`config.mk`:
```
export PLATFORM = sky130hd
export DESIGN_NAME = line_switch_ctrl
export DESIGN_NICKNAME = d
export VERILOG_FILES = /design/src/rtl/lsw_pkg.sv /design/src/rtl/lsw_latch.sv /design/src/rtl/lsw_mode_fsm.sv /design/src/rtl/lsw_ring_fsm.sv /design/src/rtl/line_switch_ctrl.sv
export SDC_FILE = /design/constraint.sdc
export NUM_CORES = 1
export LEC_CHECK = 0
export BUFFER_PORTS_ARGS = -buffer_cell sky130_fd_sc_hd__buf_2
export CAP_MARGIN = 20
export CORE_AREA = 5 5 42 44
export CTS_CLUSTER_SIZE = 10
export DETAILED_ROUTE_END_ITERATION = 8
export DIE_AREA = 0 0 47 49
export GPL_ROUTABILITY_DRIVEN = 0
export PLACE_DENSITY = 0.46
export REMOVE_ABC_BUFFERS = 1
export SLEW_MARGIN = 20
export SYNTH_ARGS = -nofsm -noshare
export SYNTH_HDL_FRONTEND = slang
export SYNTH_SLANG_ARGS = --single-unit
export TNS_END_PERCENT = 50
```
`constraint.sdc`:
```
create_clock -name clk -period 2.8 [get_ports clk]
set_input_delay 0.56 -clock clk [delete_from_list [all_inputs] [get_ports clk]]
set_output_delay 0.56 -clock clk [all_outputs]
set_load 0.1 [all_outputs]
```
`src/rtl/lsw_pkg.sv`:
```
package lsw_pkg;

    // Mode encoding {ring_sel, test_sel}
    typedef enum logic [1:0] {
        MODE_TALK = 2'b00,
        MODE_TEST = 2'b01,
        MODE_RING = 2'b10,
        MODE_OFF  = 2'b11
    } mode_e;

    localparam int MODE_W = $bits(mode_e);

    // Line state
    typedef enum logic [2:0] {
        ST_OFF     = 3'd0,
        ST_TALK    = 3'd1,
        ST_RING    = 3'd2,
        ST_TEST    = 3'd3,
        ST_BLOCKED = 3'd4
    } line_st_e;

    // Ringing switch state
    typedef enum logic [1:0] {
        RSW_OPEN   = 2'd0,
        RSW_CLOSED = 2'd1,
        RSW_DRAIN  = 2'd2
    } rsw_e;

    typedef struct packed {
        logic brk;
        logic rret;
        logic tst;
    } sw_cmd_t;

endpackage

```
`src/rtl/lsw_latch.sv`:
```
module lsw_latch
    import lsw_pkg::*;
#(
    parameter mode_e RESET_MODE = MODE_OFF
) (
    input  logic  clk,
    input  logic  rst_n,
    input  logic  hold_en,
    input  mode_e mode_in,
    output mode_e mode_eff
);

    mode_e held_q;

    always_ff @(posedge clk or negedge rst_n) begin
        if (!rst_n) begin
            held_q <= RESET_MODE;
        end else if (!hold_en) begin
            held_q <= mode_in;
        end
    end

    // Transparent when hold_en is low
    always_comb begin
        mode_eff = hold_en ? held_q : mode_in;
    end

    // While frozen, the effective mode equals what was captured before the freeze
    p_frozen_path_r6: assert property (@(posedge clk) disable iff (!rst_n)
        hold_en |-> (mode_eff == held_q));

endmodule

```
`src/rtl/lsw_mode_fsm.sv`:
```
module lsw_mode_fsm
    import lsw_pkg::*;
(
    input  logic     clk,
    input  logic     rst_n,
    input  mode_e    mode_eff,
    input  logic     block,
    output logic     ring_req,
    output sw_cmd_t  sw_cmd
);

    line_st_e st_q, st_d;

    always_comb begin
        st_d = st_q;
        if (block) begin
            st_d = ST_BLOCKED;
        end else begin
            unique case (mode_eff)
                MODE_TALK: st_d = ST_TALK;
                MODE_TEST: st_d = ST_TEST;
                MODE_RING: st_d = ST_RING;
                MODE_OFF:  st_d = ST_OFF;
                default:   st_d = ST_OFF;
            endcase
        end
    end

    // State register
    always_ff @(posedge clk or negedge rst_n) begin
        if (!rst_n) begin
            st_q <= ST_OFF;
        end else begin
            st_q <= st_d;
        end
    end

    // Request to the ringing switch machine, aligned with the next state
    always_comb begin
        ring_req = (st_d == ST_RING);
    end

    // Output decode
    always_comb begin
        sw_cmd = '0;
        unique case (st_q)
            ST_TALK:    sw_cmd.brk  = 1'b1;
            ST_RING:    sw_cmd.rret = 1'b1;
            ST_TEST:    sw_cmd.tst  = 1'b1;
            ST_OFF:     sw_cmd      = '0;
            ST_BLOCKED: sw_cmd      = '0;
            default:    sw_cmd      = '0;
        endcase
    end

    // an override always lands in the blocked state
    p_block_state_r7: assert property (@(posedge clk) disable iff (!rst_n)
        block |=> (st_q == ST_BLOCKED));

    // Only one switch group is ever commanded on
    p_cmd_onehot_r2: assert property (@(posedge clk) disable iff (!rst_n)
        $onehot0(sw_cmd));

endmodule

```
`src/rtl/lsw_ring_fsm.sv`:
```
module lsw_ring_fsm
    import lsw_pkg::*;
(
    input  logic clk,
    input  logic rst_n,
    input  logic ring_req,
    input  logic zc_strobe,
    output logic ring_on
);

    rsw_e rs_q, rs_d;

    always_comb begin
        rs_d = rs_q;
        unique case (rs_q)
            RSW_OPEN: begin
                if (ring_req) rs_d = RSW_CLOSED;
            end
            RSW_CLOSED: begin
                if (!ring_req) rs_d = zc_strobe ? RSW_OPEN : RSW_DRAIN;
            end
            RSW_DRAIN: begin
                if (ring_req)       rs_d = RSW_CLOSED;
                else if (zc_strobe) rs_d = RSW_OPEN;
            end
            default: rs_d = RSW_OPEN;
        endcase
    end

    // State register
    always_ff @(posedge clk or negedge rst_n) begin
        if (!rst_n) begin
            rs_q <= RSW_OPEN;
        end else begin
            rs_q <= rs_d;
        end
    end

    // Output decode
    always_comb begin
        ring_on = (rs_q != RSW_OPEN);
    end

    // the switch never opens without a zero-crossing strobe
    p_defer_open_r9: assert property (@(posedge clk) disable iff (!rst_n)
        (ring_on && !zc_strobe) |=> ring_on);

    // a strobe never closes the switch
    p_strobe_inert_r12: assert property (@(posedge clk) disable iff (!rst_n)
        (!ring_on && !ring_req) |=> !ring_on);

endmodule

```
`src/rtl/line_switch_ctrl.sv`:
```
module line_switch_ctrl
    import lsw_pkg::*;
(
    input  logic clk,
    input  logic rst_n,
    input  logic ring_sel,
    input  logic test_sel,
    input  logic hold_en,
    input  logic kill_n,
    input  logic therm_fault,
    input  logic zc_strobe,
    output logic brk_on,
    output logic rret_on,
    output logic ring_on,
    output logic tst_on,
    output logic fault_n
);

    mode_e   mode_live;
    mode_e   mode_eff;
    logic    block;
    logic    ring_req;
    sw_cmd_t sw_cmd;
    logic    fault_q;

    always_comb begin
        mode_live = mode_e'({ring_sel, test_sel});
        block     = !kill_n || therm_fault;
    end

    lsw_latch #(
        .RESET_MODE(MODE_OFF)
    ) u_latch (
        .clk      (clk),
        .rst_n    (rst_n),
        .hold_en  (hold_en),
        .mode_in  (mode_live),
        .mode_eff (mode_eff)
    );

    lsw_mode_fsm u_mode (
        .clk      (clk),
        .rst_n    (rst_n),
        .mode_eff (mode_eff),
        .block    (block),
        .ring_req (ring_req),
        .sw_cmd   (sw_cmd)
    );

    lsw_ring_fsm u_ring (
        .clk       (clk),
        .rst_n     (rst_n),
        .ring_req  (ring_req),
        .zc_strobe (zc_strobe),
        .ring_on   (ring_on)
    );

    always_ff @(posedge clk or negedge rst_n) begin
        if (!rst_n) begin
            fault_q <= 1'b0;
        end else begin
            fault_q <= therm_fault;
        end
    end

    always_comb begin
        brk_on  = sw_cmd.brk;
        rret_on = sw_cmd.rret;
        tst_on  = sw_cmd.tst;
        fault_n = !fault_q;
    end

    // override clears the three directly driven groups
    p_override_off_r7: assert property (@(posedge clk) disable iff (!rst_n)
        block |=> (!brk_on && !rret_on && !tst_on));

    // nothing closes while overridden
    p_no_close_r7: assert property (@(posedge clk) disable iff (!rst_n)
        (block && !ring_on) |=> !ring_on);

    // fault flag follows the thermal input
    p_fault_flag_r8: assert property (@(posedge clk) disable iff (!rst_n)
        therm_fault |=> !fault_n);

    // return switch is only on with the ringing switch closed
    p_rret_with_ring_r1: assert property (@(posedge clk) disable iff (!rst_n)
        rret_on |-> ring_on);

    // test pair excludes break and return switches
    p_test_alone_r4: assert property (@(posedge clk) disable iff (!rst_n)
        tst_on |-> (!brk_on && !rret_on));

    // frozen latch and no override keep break/test/return stable
    p_hold_stable_r6: assert property (@(posedge clk) disable iff (!rst_n)
        (hold_en && $past(hold_en) && !block && !$past(block))
            |=> ($stable(brk_on) && $stable(rret_on) && $stable(tst_on)));

endmodule

```
Word level (Yosys, flattened, before mapping)
Index checks and enable logic that the tools add are counted.
Widths: inputs -> output; s select.
{"block": "totals", "elab_cells": 35, "output_inout_bits": 5, "regBits": 8}
{"block": "classes", "eq_ne": 12, "muxes": 12, "n_reduce_logical": 7}
{"cell": "$mux 2", "n": 6}
{"cell": "$pmux 3 s4", "n": 1}
{"cell": "$eq 3x2->1 const B", "n": 3}
{"cell": "$eq 2x2->1 const B", "n": 3}
{"cell": "$pmux 2 s3", "n": 1}
{"cell": "$eq 2x1->1 const B", "n": 2}
{"cell": "$logic_not 2->1", "n": 2}
{"cell": "$eq 3x1->1 const B", "n": 1}
{"cell": "$mux 1", "n": 3}
{"cell": "$mux 3", "n": 1}
{"cell": "$ne 3x2->1 const B", "n": 1}
{"cell": "$reduce_and 3->1", "n": 1}
{"cell": "$logic_not 1->1", "n": 2}
{"cell": "$ne 2x1->1 const B", "n": 1}
{"cell": "$ne 2x2->1 const B", "n": 1}
{"cell": "$reduce_bool 2->1", "n": 1}
{"cell": "$logic_or 1x1->1", "n": 1}

Logic depth before layout (Yosys ltp)
Gate-level depths: netlist of the first run.
{"block": "logic_depth", "depth_word": 7, "mapped_depth": 3, "mapped_depth_nobuf": 3}

Hierarchy
From an unflattened synthesis of the first run, not the netlist that was laid out.
{"block": "unflattened", "hier_cells": 26, "area_unflattened_um2": 357.8}
{"mod": "lsw_mode_fsm", "area_each_um2": 165.2, "n_inst": 1, "cells_each": 13, "seq_area_each_um2": 75.1}
{"mod": "lsw_ring_fsm", "area_each_um2": 82.6, "n_inst": 1, "cells_each": 6, "seq_area_each_um2": 50.0}
{"mod": "lsw_latch", "area_each_um2": 75.1, "n_inst": 1, "cells_each": 4, "seq_area_each_um2": 52.6}
{"mod": "line_switch_ctrl", "area_each_um2": 35.0, "n_inst": 1, "cells_each": 3, "seq_area_each_um2": 25.0}

Least setup slack after synthesis of the first run
Ideal clock, no wire load.
{"block": "synth_timing", "path_kind": "reg-to-output", "from": "reg u_mode.st_q[2]", "to": "out brk_on", "n_path_buf": 0, "arrival_time_ns": 2.586, "path_stages_with_launch": 2, "path_slack_ns": -0.346, "cell_sequence": "dfrtp_1 nor3b_1"}
{"block": "synth_via", "elab_chain_cells": 2}
{"item": "from (decl)", "line_no": "lsw_mode_fsm.sv:12", "rtl": "line_st_e st_q, st_d;"}
{"item": "from (signal assigned)", "line_no": "lsw_mode_fsm.sv:34", "rtl": "st_q <= st_d;"}
{"item": "$eq 3x1->1", "line_no": "lsw_mode_fsm.sv:46", "rtl": "unique case (st_q)"}
{"item": "$mux 1", "line_no": "lsw_mode_fsm.sv:46"}
{"item": "to (decl)", "line_no": "line_switch_ctrl.sv:12", "rtl": "output logic brk_on,"}
Every way passes these cells.

Final worst setup path of the first run
{"block": "layout_timing", "from": "reg u_mode.st_q[2]", "to": "out rret_on"}
{"block": "layout_via", "elab_chain_cells": 2}
{"item": "$eq 3x2->1", "line_no": "lsw_mode_fsm.sv:46"}
{"item": "$mux 1", "line_no": "lsw_mode_fsm.sv:46"}
{"item": "to (decl)", "line_no": "line_switch_ctrl.sv:13", "rtl": "output logic rret_on,"}
Every way passes these cells.

==> results by group, run 1 <==
Global routing
  – Gr ovfl total: 0
  – First-pass GRT wire length: a little under 1 mm
  – Largest net degree at the start of global routing: 9
  – Number of global-route vias before repair: 241
  – Overall Global Routing Usage: roughly 6.3%
  – Initial antenna violation count: 0

Logic synthesis
  – Syn_area_per_cell: 12.9 um2
  – Yosys warns: 0
  – Post-Syn Area: 322 um2
  – Synth top area share: 46.7%
  – Area contributors post-synth: dfrtp_1, dfstp_2, mux2_4
  – Unique masters post-synth: 16
  – FFs w/ async S/R, synth: 100%
  – Post-synthesis sequential area ratio: 63.0%
  – Register bit total from synthesis: 8
  – EDFF count, synth: 0
  – Most frequent cells after synthesis: dfrtp_1, dfstp_2, inv_1, nor2_1, nor3b_1
  – Most numerous cell in the Yosys netlist: dfrtp_1
  – Synth area leader: dfrtp_1
  – Top_reg_cell synth: dfrtp_1
  – Mapped Cells: 25

Routing
  – Met3 WL: 46 um
  – Routed metal-1 wire length: 206 um
  – Vias/cell: 3.93
  – Vias: 224
  – Detail Route Antenna Nets: 0
  – First DRT Iteration DRCs: 0
  – Top sig layer: met4
  – Final WL: 595 um
  – Met2 wire len: 326 um
  – First-pass iteration count of the detailed router: 1
  – Residual DRC: 0
  – Wire per inst: approximately 10 um

Critical path
  – Worst-path fanout max: 3
  – Arr. time, crit path: between 1 and 1.5 ns
  – Worst Path Buf+Inv: 1
  – Worst path required time: 2.24 ns
  – CP cell instances: nor3b_1, buf_2
  – CP max stage cell: buf_2
  – Worst path max stage delay: ~0.46 ns
  – Largest delay contributor family on the critical path: buffers and inverters
  – Crit Path Category: register to primary output
  – CP startpoint kind: register
  – Crit. End Element: primary output

Timing
  – Setup Skew: 0.00897 ns
  – Setup violations, final: 0
  – Relative slew margins: between 60 and 70%
  – RSZ-0062 raised after global routing: no
  – Slew Limit Fails: 0
  – Worst Tran Pin Value: 0.487 ns
  – Tcrit/Tclk final: approximately 66%
  – Final hold violation count: 0
  – Min cycle time layout: roughly 1.9 ns
  – Final worst slack: 0.944 ns
  – Max Fclk: about 0.54 GHz
  – Setup_tns: 0 ns

Clock tree
  – Sinks on Clock Net: 8
  – Clock-pin slew on the worst setup and hold paths: 0.06 ns
  – Root Driver: clkbuf_4
  – Clk Latency, worst-skew pair: 0.26 ns
  – H-Tree Depth: 1
  – TritonCTS buffer count: 3
  – Max clock buf depth: 2
  – # hold bufs at CTS: 0
  – Setup Fix Bufs, Post-CTS: 0
  – CTS resizes: 0
  – CTS tree: built

Die
  – DIE WIDTH: 47 um
  – Die Height: ~49 um
  – Starting Density: a little under a quarter
  – Core area: between 1000 and 1500 um2
  – I/O pin cnt: 13
  – Die area: approximately 2300 um2
  – Rows: 14

Placed design
  – Placed cells: 53
  – Pre-CTS setup slack: 1.22 ns
  – PortBufs: 12

Pwr
  – Power per cell area: 630 nW/um2
  – Seq pwr share: 47.6%
  – Gate power share: 16.6%
  – Switching fraction of total power: around 28%
  – Sw power: 76.5 uW
  – Leak pwr: 0.222 nW
  – Pint: a little under 200 uW
  – Clock power frac: a little over a third
  – Tot Pwr: 269 uW
  – Worst vdd ir: 0.000260 V

Layout
  – Multi-input logic area: 111 um2
  – Share of post-route cells with drive strength above 1: roughly 50%
  – Final core utilization: between 30% and 40%
  – Register area: 203 um2
  – Nets: 50
  – Area growth from synthesis to layout: 33.1%
  – Ant. Diodes: 0
  – Final cell count without fillers: 57
  – Fillers: 165

Run
  – Max cap viols: 0

Run status
  – Status: completed

Min path
  – HP Class: primary input to asynchronous set/reset pin
-- flip-flops by register name, summed over array words and instances (netlist names) --
signal,count
u_ring.rs_q,2
u_latch.held_q,2
u_mode.st_q,3
fault_q,1
-- placed cells by master (no fill, tap or decap), drive strengths merged --
cell type / n
a211oi: 1
a21oi: 1
and3b: 1
buf: 12
clkbuf: 4
dfrtp: 6
dfstp: 2
inv: 2
mux2: 1
mux2i: 1
nand2: 1
nand2b: 1
nor2: 2
nor3b: 2
o21a: 1
or2: 2
xnor2: 1
-- path summary, 6_finish.rpt --
path | from | endpoint | slack [ns] | cells after the start
worst min-delay path | rst_n | u_ring.rs_q[1] | 0.13 | 1
min in group clk | therm_fault | fault_q | 0.41 | 1
worst max-delay path | u_mode.st_q[2] | rret_on | 0.94 | 2
worst min register to register | u_ring.rs_q[0] | u_ring.rs_q[0] | 0.49 | 1
worst max register to register | u_latch.held_q[1] | u_ring.rs_q[1] | 1.75 | 3
max in group asynchronous | rst_n | u_latch.held_q[1] | 2.42 | 1
-- area by class of cell --
class / instances / area share (%)
well taps: 16 / 4.68
inverters: 2 / 1.75
repair buffers: 12 / 14.0
flip-flops and latches: 8 / 47.4
multi-input cells: 15 / 26.0
clock buffers: 4 / 6.14
-- metal layers --
| layer | GRT usage (%) | vias to the layer above |
|---|---|---|
| met5 | 0 | - |
| met4 | 5.53 | 0 |
| met3 | 2.21 | 2 |
| met2 | 10.4 | 7 |
| met1 | 5.64 | 102 |
| li1 | - | 113 |
-- cells by family after synthesis --
group	count (synthesis)	share of synthesized area, %
buffers and inverters	2	2.34
and+or+nand+nor	9	16.7
DFF	8	63.0
AOI/OAI and AO/OA	3	7.40
xor gates and xnor gates	1	2.72
muxes	2	7.78
-- metrics by stage --
stage	instance area [um2]	hold slack [ns]
floorplan	322	0.264
global placement	402	0.405
detailed placement	402	0.416
CTS	428	0.129
global route	428	0.132
finish	428	0.128
-- worst register-to-register path: cells and delay by family (launching register included) --
kind,cells,cell delay (ns)
AND/OR/NAND/NOR,1,0.09
flip-flops,1,0.51
multiplexers,1,0.16
AO/OA/AOI/OAI,1,0.20
-- power by group through the flow --
stage / Combinational, mW / Clock (mW) / Sequential [mW]
2_1_floorplan: 0.0335 / 0 / 0.130
3_3_place_gp: 0.0445 / 0 / 0.130
3_5_place_dp: 0.0452 / 0 / 0.130
4_1_cts: 0.0454 / 0.104 / 0.128
5_1_grt: 0.0477 / 0.110 / 0.129
6_report: 0.0447 / 0.0965 / 0.128
Power figures use the tool's default switching activity.
==> inputs of run 2 (changes only) <==
--- a/config.mk
+++ b/config.mk
@@ -12,7 +12,7 @@
 export DETAILED_ROUTE_END_ITERATION = 8
 export DIE_AREA = 0 0 47 49
 export GPL_ROUTABILITY_DRIVEN = 0
-export PLACE_DENSITY = 0.46
+export PLACE_DENSITY = 0.47
 export REMOVE_ABC_BUFFERS = 1
 export SLEW_MARGIN = 20
 export SYNTH_ARGS = -nofsm -noshare
==> constraint.sdc (replaced) <==
create_clock -name clk -period 1.6 [get_ports clk]
set_input_delay 0.32 -clock clk [delete_from_list [all_inputs] [get_ports clk]]
set_output_delay 0.32 -clock clk [all_outputs]
set_load 0.1 [all_outputs]
==> run 2 against run 1 <==
  * Critical path depth stayed put
  * Largest cell class unchanged
  * Non-clock buffer count increased by 1
  * First-iteration DRC count increased by 3
  * Die area did not move
==> results by group, run 2 (same netlist as run 1, synthesis figures left out) <==
Routing
  – Wire per inst: 9.64 um (-7.7%)
  – Detail Route Antenna Nets: 0 (unchanged)
  – Vias: 241 (+7.6%)
  – Vias/cell: 4.16 (+5.7%)
  – Final WL: 559 um (-6.1%)
  – Residual DRC: 0 (unchanged)
  – First DRT Iteration DRCs: 3 (+3)
  – First-pass iteration count of the detailed router: 3 (+2)

Global routing
  – Number of global-route vias before repair: 231 (-4.1%)
  – Initial antenna violation count: 0 (unchanged)
  – Overall Global Routing Usage: 5.68% (-0.64 points)
  – First-pass GRT wire length: 883 um (-10%)
  – Gr ovfl total: 0 (unchanged)
  – Largest net degree at the start of global routing: 9 (unchanged)

Critical path
  – Worst-path fanout max: 3 (unchanged)
  – Worst setup startpoint: u_ring.rs_q[1]
  – Critical R2R Launch: u_latch.held_q[1]
  – Worst path required time: 1.28 ns (-0.96 ns)
  – Arr. time, crit path: 1.22 ns (-0.08 ns)
  – CP startpoint kind: register
  – Crit Path Category: register to primary output
  – Crit. End Element: primary output

Die
  – Rows: 14 (unchanged)
  – I/O pin cnt: 13 (unchanged)
  – Core area: 1400 um2 (unchanged)
  – Starting Density: 22.9% (unchanged)
  – DIE WIDTH: 47 um (unchanged)
  – Die area: 2300 um2 (unchanged)
  – Die Height: 49 um (unchanged)

Timing
  – Setup Skew: 0.00793 ns (-0.00103 ns)
  – Tcrit/Tclk final: 96.1%
  – RSZ-0062 raised after global routing: no
  – Max Fclk: between 0.6 and 0.7 GHz
  – Min cycle time layout: 1.54 ns
  – Worst Tran Pin Value: 0.487 ns (+0.0000296 ns)
  – Slew Limit Fails: 0 (unchanged)
  – Setup violations, final: 0 (unchanged)
  – Final hold violation count: 0 (unchanged)
  – Setup_tns: 0 ns (unchanged)
  – Relative slew margins: 67.8% (about the same)

Layout
  – Biggest register: u_mode.st_q
  – Fillers: 145 (-12%)
  – Ant. Diodes: 0 (unchanged)
  – Max FFs per register: 3 (unchanged)
  – Final core utilization: 35.2% (+4.6 points)
  – Share of post-route cells with drive strength above 1: 52.4% (+3.6 points)
  – Most frequent cells in the layout: buf_2, dfrtp_1, clkbuf_4, buf_12
  – Area growth from synthesis to layout: 53.3%
  – Final cell count without fillers: 58 (+1.8%)
  – Commonest non-fill, non-tap cell in the layout: buf_2
  – Nets: 51 (+2.0%)
  – Post-route design area: 493 um2 (+15%)
  – Biggest regs: u_mode.st_q x3, u_latch.held_q x2, u_ring.rs_q x2

Placed design
  – PortBufs: 12 (unchanged)
  – Placed cells: 53 (unchanged)
  – Post-DP Area: 447 um2 (+11%)

Clock tree
  – Max clock buf depth: 2 (unchanged)
  – Setup Fix Bufs, Post-CTS: 0 (unchanged)
  – Sinks on Clock Net: 8 (unchanged)
  – Clock-pin slew on the worst setup and hold paths: 0.05 ns (about the same)
  – Root Driver: clkbuf_4
  – Clk Latency, worst-skew pair: 0.25 ns (about the same)
  – CTS tree: built
  – H-Tree Depth: 1 (unchanged)
  – TritonCTS buffer count: 3 (unchanged)

Min path
  – HP Class: primary input to register
  – Hold path start: therm_fault

Pwr
  – Worst vdd ir: 0.000573 V (+120%)
  – Power per cell area: 945 nW/um2 (+50%)
  – Leak pwr: 0.236 nW (+6.5%)
  – Tot Pwr: 466 uW (+73%)

Run status
  – Status: completed

Run
  – Max cap viols: 0 (unchanged)
[run 2: cell types whose count changed in the layout (fill, tap and decap cells not counted), sizes merged]
cell         delta
dlygate4sd3     +1
[run 2: worst max-delay path, cell delays in order (launching register included)]
cell     delay (ns)
dfrtp_1        0.39
or2_2          0.29
buf_2          0.29
[run 2: metrics by stage]
step           hold WS (ns)  worst slack (ns)
4_1_cts               0.177           0.00577
2_1_floorplan        0.0244             -1.31
3_3_place_gp          0.164             0.327
3_5_place_dp          0.165             0.303
5_1_grt               0.174            0.0205
6_report              0.189            0.0628
[run 2: report_power, final]
part | total [mW] | internal, mW | switching [mW] | leakage, nW
clock network | 0.156 | 0.0949 | 0.0611 | 0.0150
logic | 0.0842 | 0.0288 | 0.0554 | 0.124
registers | 0.226 | 0.219 | 0.00695 | 0.0974
total | 0.466 | 0.343 | 0.123 | 0.236
[run 2: layout make-up]
| class | count | area (um2) | share of cell area (%) |
|---|---|---|---|
| flip-flops and latches | 8 | 203 | 41.1 |
| clock buffers | 4 | 26.3 | 5.33 |
| multi-input cells | 15 | 121 | 24.6 |
| well taps | 16 | 20.0 | 4.06 |
| repair buffers | 13 | 115 | 23.4 |
| inverters | 2 | 7.51 | 1.52 |
[run 2: path summary, 6_finish.rpt]
path	slack, ns	depth (start not counted)	to
max	0.06	2	ring_on
min	0.19	1	fault_q
max reg2reg	0.54	3	u_ring.rs_q[1]
min reg2reg	0.49	1	u_ring.rs_q[0]
max in group asynchronous	0.92	2	u_latch.held_q[0]
min in group asynchronous	0.44	2	u_mode.st_q[2]
[run 2: what timing repair did]
| item | CTS | global route |
|---|---|---|
| endpoints found under the setup margin | 0 | 1 |
| endpoints found under the hold margin | 6 | 0 |
| gates resized for setup | 0 | 2 |
| hold buffers | 1 | 0 |
[run 2: layer usage]
metal / track usage [%] / wire [um]
met1: 4.74 / 173
met2: 9.28 / 335
met3: 4.43 / 50
met4: 2.76 / 0
met5: 0 / 0
